--- src/rtl/grs_pkg.sv ---
package grs_pkg;

    localparam int NG = 2;

    typedef enum logic [1:0] {
        RM_NEAR  = 2'b00,
        RM_ZERO  = 2'b01,
        RM_MINF  = 2'b10,
        RM_PINF  = 2'b11
    } grs_mode_e;

    typedef enum logic {
        ST_IDLE = 1'b0,
        ST_OUT  = 1'b1
    } grs_state_e;

endpackage

--- src/rtl/grs_decide.sv ---
module grs_decide
    import grs_pkg::*;
(
    input  logic       guard_i,
    input  logic       rnd_i,
    input  logic       sticky_i,
    input  logic       sign_i,
    input  logic       lsb_i,
    input  logic [1:0] mode_i,
    output logic       inc_o,
    output logic       inexact_o
);

    logic lost;
    grs_mode_e mode;

    assign lost      = guard_i | rnd_i | sticky_i;
    assign inexact_o = lost;
    assign mode      = grs_mode_e'(mode_i);

    always_comb begin
        inc_o = 1'b0;
        unique case (mode)
            RM_ZERO: inc_o = 1'b0;
            RM_MINF: inc_o = lost & sign_i;
            RM_PINF: inc_o = lost & ~sign_i;
            default: inc_o = guard_i & (rnd_i | sticky_i | lsb_i);
        endcase
    end

endmodule

--- src/rtl/grs_incr.sv ---
module grs_incr #(
    parameter int W = 32
) (
    input  logic [W-1:0] a_i,
    input  logic         inc_i,
    output logic [W-1:0] sum_o,
    output logic         carry_o
);

    logic [W:0] wide;

    assign wide    = {1'b0, a_i} + {{W{1'b0}}, inc_i};
    assign sum_o   = wide[W-1:0];
    assign carry_o = wide[W];

endmodule

--- src/rtl/grs_rounder.sv ---
module grs_rounder
    import grs_pkg::*;
#(
    parameter int MANT_W = 34
) (
    input  logic                 clk,
    input  logic                 rst_n,
    input  logic                 in_valid,
    input  logic [MANT_W-1:0]    in_mant,
    input  logic                 in_sticky,
    input  logic                 in_sign,
    input  logic [1:0]           in_mode,
    output logic                 out_valid,
    output logic [MANT_W-NG-1:0] out_mant,
    output logic                 out_carry,
    output logic                 out_up,
    output logic                 out_inexact
);

    localparam int RES_W = MANT_W - NG;

    grs_state_e state_q, state_d;

    logic [RES_W-1:0] shifted;
    logic [RES_W-1:0] sum;
    logic             carry;
    logic             inc;
    logic             inexact;

    assign shifted = in_mant[MANT_W-1:NG];

    grs_decide u_decide (
        .guard_i   (in_mant[1]),
        .rnd_i     (in_mant[0]),
        .sticky_i  (in_sticky),
        .sign_i    (in_sign),
        .lsb_i     (shifted[0]),
        .mode_i    (in_mode),
        .inc_o     (inc),
        .inexact_o (inexact)
    );

    grs_incr #(.W(RES_W)) u_incr (
        .a_i     (shifted),
        .inc_i   (inc),
        .sum_o   (sum),
        .carry_o (carry)
    );

    // next-state: T_LOAD on strobe, T_DRAIN otherwise
    always_comb begin
        state_d = state_q;
        unique case (state_q)
            ST_IDLE: state_d = in_valid ? ST_OUT : ST_IDLE;
            ST_OUT:  state_d = in_valid ? ST_OUT : ST_IDLE;
            default: state_d = ST_IDLE;
        endcase
    end

    always_ff @(posedge clk) begin
        if (!rst_n) state_q <= ST_IDLE;
        else        state_q <= state_d;
    end

    always_ff @(posedge clk) begin
        if (!rst_n) begin
            out_mant    <= '0;
            out_carry   <= 1'b0;
            out_up      <= 1'b0;
            out_inexact <= 1'b0;
        end else if (in_valid) begin
            out_mant    <= sum;
            out_carry   <= carry;
            out_up      <= inc;
            out_inexact <= inexact;
        end
    end

    assign out_valid = (state_q == ST_OUT);

    // strobe produces out_valid one cycle later
    a_r2_valid_after_strobe: assert property (@(posedge clk) disable iff (!rst_n)
        in_valid |=> out_valid);
    a_r2_idle_after_gap: assert property (@(posedge clk) disable iff (!rst_n)
        !in_valid |=> !out_valid);
    a_r2_hold_result: assert property (@(posedge clk) disable iff (!rst_n)
        !in_valid |=> ($stable(out_mant) && $stable(out_up) && $stable(out_inexact)));
    // an exact value never rounds up
    a_r3_exact_no_up: assert property (@(posedge clk) disable iff (!rst_n)
        (out_valid && !out_inexact) |-> !out_up);
    // toward zero never increments
    a_r6_zero_no_up: assert property (@(posedge clk) disable iff (!rst_n)
        (in_valid && in_mode == 2'b01) |=> !out_up);
    // carry only from an increment that wrapped the mantissa
    a_r8_carry_wraps: assert property (@(posedge clk) disable iff (!rst_n)
        out_carry |-> (out_up && out_mant == '0));

endmodule

--- config.mk ---
export PLATFORM = sky130hd
export DESIGN_NAME = grs_rounder
export DESIGN_NICKNAME = d
export VERILOG_FILES = /design/src/rtl/grs_pkg.sv /design/src/rtl/grs_decide.sv /design/src/rtl/grs_incr.sv /design/src/rtl/grs_rounder.sv
export SDC_FILE = /design/constraint.sdc
export NUM_CORES = 1
export LEC_CHECK = 0
export ABC_AREA = 1
export CORE_MARGIN = 1
export CORE_UTILIZATION = 47
export DETAILED_ROUTE_END_ITERATION = 10
export PLACE_DENSITY = 0.9
export SLEW_MARGIN = 10
export SYNTH_ARGS = -nofsm -noshare
export SYNTH_HDL_FRONTEND = slang
export SYNTH_SLANG_ARGS = --single-unit
--- constraint.sdc ---
create_clock -name clk -period 2.3 [get_ports clk]
set_input_delay 0.69 -clock clk [delete_from_list [all_inputs] [get_ports clk]]
set_output_delay 0.69 -clock clk [all_outputs]
set_load 0.1 [all_outputs]
==> impl_results.md <==
* Min Clock Period, post-route at 2.21 ns
* FMAX at 452 MHz
* DIE WIDTH at 73.8 microns
* Synth unique cells at 27
* Synth top area share at 0.297
* Highest-delay cell along the critical path: dlygate4sd2_1
* Met3 capacity usage during global routing at 0.0494
* Setup slack on the worst flop-to-flop path at 1.57 ns
* Largest delay contributor family on the critical path: simple AND/OR/NAND/NOR gates
* Number of inserted filler cells in the final layout at 409
* Overall via count from detail_route at 2,747
* Power density over the cells at 569 mW/mm^2
* Final net count at 543
* Drt total wl at 6670 microns
* Max-slew violations at 0
* Static power due to leakage at 0.00181 uW
* Count of non-filler cells in the finished layout at 568
* Synthesis warning total at 0
* Count of endpoints failing hold in the final timing report at 0
* H-tree depth reported by CTS at 2
* Clock buffers created by TritonCTS at 5
* Die outline area at 0.00545 sq mm
* Max clock buf depth at 2
* Antenna Cells at 0
* Status: finished, final reports clean
* Number of placed instances with taps included at 555
* Top-Level Pins at 77
* Type of the worst min-delay path: flop to flop
* Smallest hold slack at 0.523 ns
* Post-synthesis cell type with the largest combined area: dfxtp_1
* Share of cells above drive strength 1 at 0.170
* Routability Congestion at 0.913
* Critical path class: primary input to flop
* Area used by sequential logic in the layout at 721 sq um
* Total number of placement rows at 25
* Biggest cell delay along the critical path at 0.24 ns
* Root buf cell: clkbuf_8
* Worst Skew at 0 ns
* Sequential share of the synthesized area at 0.297
* Clock tree from TritonCTS: yes
* Hold buffer count at cts at 0
* Number of maximum-capacitance violations at 0
* Pin count of the biggest net entering global routing at 34
* Flops & latches, synth at 36
* Initial core utilization at 0.500
* GRT overflow at 0
* Fraction of the cycle the final worst path needs at 0.963
* Clock transition at the register clock pins on the worst setup and hold paths after CTS at 0.08 ns
* Number of global-route vias before repair at 2,513
* Core region area at 0.00485 sq mm
* Overall Global Routing Usage at 0.258
* Area of the multi-input gates at 0.00145 sq mm
* Worst vdd ir at 0.374 mV
* Number of buffers and inverters on the critical path at 2
* Critical path required time at 2.48 ns
* Via density at 4.84
* Worst EP arrival at 2.39 ns
* Setup slack of the critical path after layout at 0.0857 ns
* Accumulated negative setup slack at 0 ns
* Category of the worst setup path launch point: primary input
* Final ANT Viol Nets at 0
* Met2 usage in global routing at 0.452
* Setup Slack @ Placement at -0.433 ns
* Met1 demand-to-capacity share in global routing at 0.320
* Mapped Avg Cell Area at 5.95 sq um
* Maximum fanout encountered on the critical timing path at 5
* Post-Synthesis Cell Area at 0.00243 sq mm
* Worst Tran Pin Value at 0.307 ns
* Number of failing setup endpoints in the final timing report at 0
* Power after layout at 1940 uW
* Layer carrying the most global-route usage: met2
* Number of antenna violations at the first check in global routing at 0
* Count of buffers inserted at the top-level ports at 76
* HPWL after DPL at 4900 microns
* Height of the die at 73.8 microns
* Largest cells by area after synthesis: dfxtp_1, nand2_1, nor2_1
* Worst slew margin relative to its limit at 0.795
* DRT iter0 DRCs at 223
* Number of iterations in the first detailed-routing pass at 5
* TritonCTS Sinks at 36
* Kind of end point of the critical path: flop
* Post-detailed-route DRC marker count at 0
* First-pass GRT wire length at 10,900 microns
* Number of instances in the synthesized netlist at 408
* Area Overhead vs Synth at 40.4%
* Unrepaired setup endpoints after global routing: false
* Cell breakdown of the critical path: dlygate4sd2_1 > xor2_1 > nand3_1 > nand2_2 > ha_4 > nand2_2 > nor2_4 > nand2_4 > nor2_4 > buf_4 > xnor2_1 > a21oi_1
* Routed len/inst at 11.7 microns
* Later-pin clock latency in the skew report at 0.29 ns
* Post-synthesis net count at 451
[timing repair]
item / 4_1_cts / 5_1_grt
gates cloned: 0 / 0
setup endpoints to repair: 22 / 18
pin swaps: 11 / 11
setup buffers: 1 / 4
resized for setup: 12 / 7
[cell usage after synthesis, drive strengths merged]
| cell | number |
|---|---|
| nand3b | 4 |
| nor3 | 2 |
| nor2 | 110 |
| a21oi | 6 |
| ha | 2 |
| clkinv | 1 |
| clkbuf | 6 |
| xnor2 | 6 |
| xor2 | 4 |
| a31oi | 1 |
| inv | 62 |
| o21ai | 22 |
| dfxtp | 36 |
| nand2 | 107 |
| nand4 | 1 |
| nand3 | 33 |
| dlymetal6s2s | 1 |
| or2 | 1 |
| buf | 3 |
[state kept, by name, summed over array words and instances, names as in the netlist]
name and flops:
out_valid 1, out_up 1, out_inexact 1, out_carry 1
out_mant 32
[layout make-up]
class,instances,area share
clock buffer,5,0.0202
clock inverter,3,0.0125
inverter,63,0.0694
multi-input combinational,299,0.426
sequential,36,0.212
tap,67,0.0246
timing repair buffer,95,0.236
[power by group]
| part | switching [uW] | internal [uW] | total [uW] |
|---|---|---|---|
| logic | 494 | 188 | 683 |
| registers | 23.0 | 667 | 690 |
| clock network | 244 | 321 | 565 |
| total | 761 | 1180 | 1940 |
[path summary, 6_finish.rpt]
| path | start | depth (start not counted) | endpoint |
|---|---|---|---|
| setup / recovery | in_sign | 12 | out_mant[9] |
| hold / removal | out_mant[0] | 2 | out_mant[0] |
| setup reg to reg | out_mant[8] | 4 | out_mant[8] |
| hold reg to reg | out_mant[0] | 2 | out_mant[0] |
[layer usage]
layer	wire [microns]	up-vias
met3	333	13
met2	3310	83
li1	-	1421
met4	126	0
met5	0	-
met1	2900	1230
[per-stage QoR]
stage / instance area (sq um) / util
4_1_cts: 3350 / 0.691
2_1_floorplan: 2430 / -
3_3_place_gp: 3210 / 0.662
5_1_grt: 3410 / 0.702
3_5_place_dp: 3210 / 0.662
6_report: 3410 / 0.702
[cell usage in the layout (no fill, tap or decap), types with 2 or more instances in the layout]
cell and instances:
nor2_1 99, nand2_1 99, inv_1 62, buf_4 55, dfxtp_1 36, nand3_1 33
clkdlybuf4s50_1 32, o21ai_0 19, xnor2_1 6, nor2_4 6, a21oi_1 6, dlygate4sd2_1 6
clkbuf_8 5, nand3b_1 4, xor2_1 4, nand2_2 4, nand2_4 3, o21ai_1 3
nor2_2 3, nor3_1 2, nor2_8 2, ha_4 2
[cell families (layout without fill, tap and decap cells)]
group | count (synthesis) | count (layout) | synth area share
AO/OA/AOI/OAI | 29 | 29 | 0.0603
flip-flops | 36 | 36 | 0.297
AND/OR/NAND/NOR | 258 | 258 | 0.469
XOR/XNOR | 10 | 10 | 0.0361
adder cells (fa/ha/maj) | 2 | 2 | 0.0103
buffers and inverters | 73 | 166 | 0.127
[worst min-delay path: stages, from the launching register on]
cell and delay, ns:
dfxtp_1 0.34, o21ai_0 0.07, nor2_1 0.08
No activity file was read; power rests on OpenSTA's default activity.
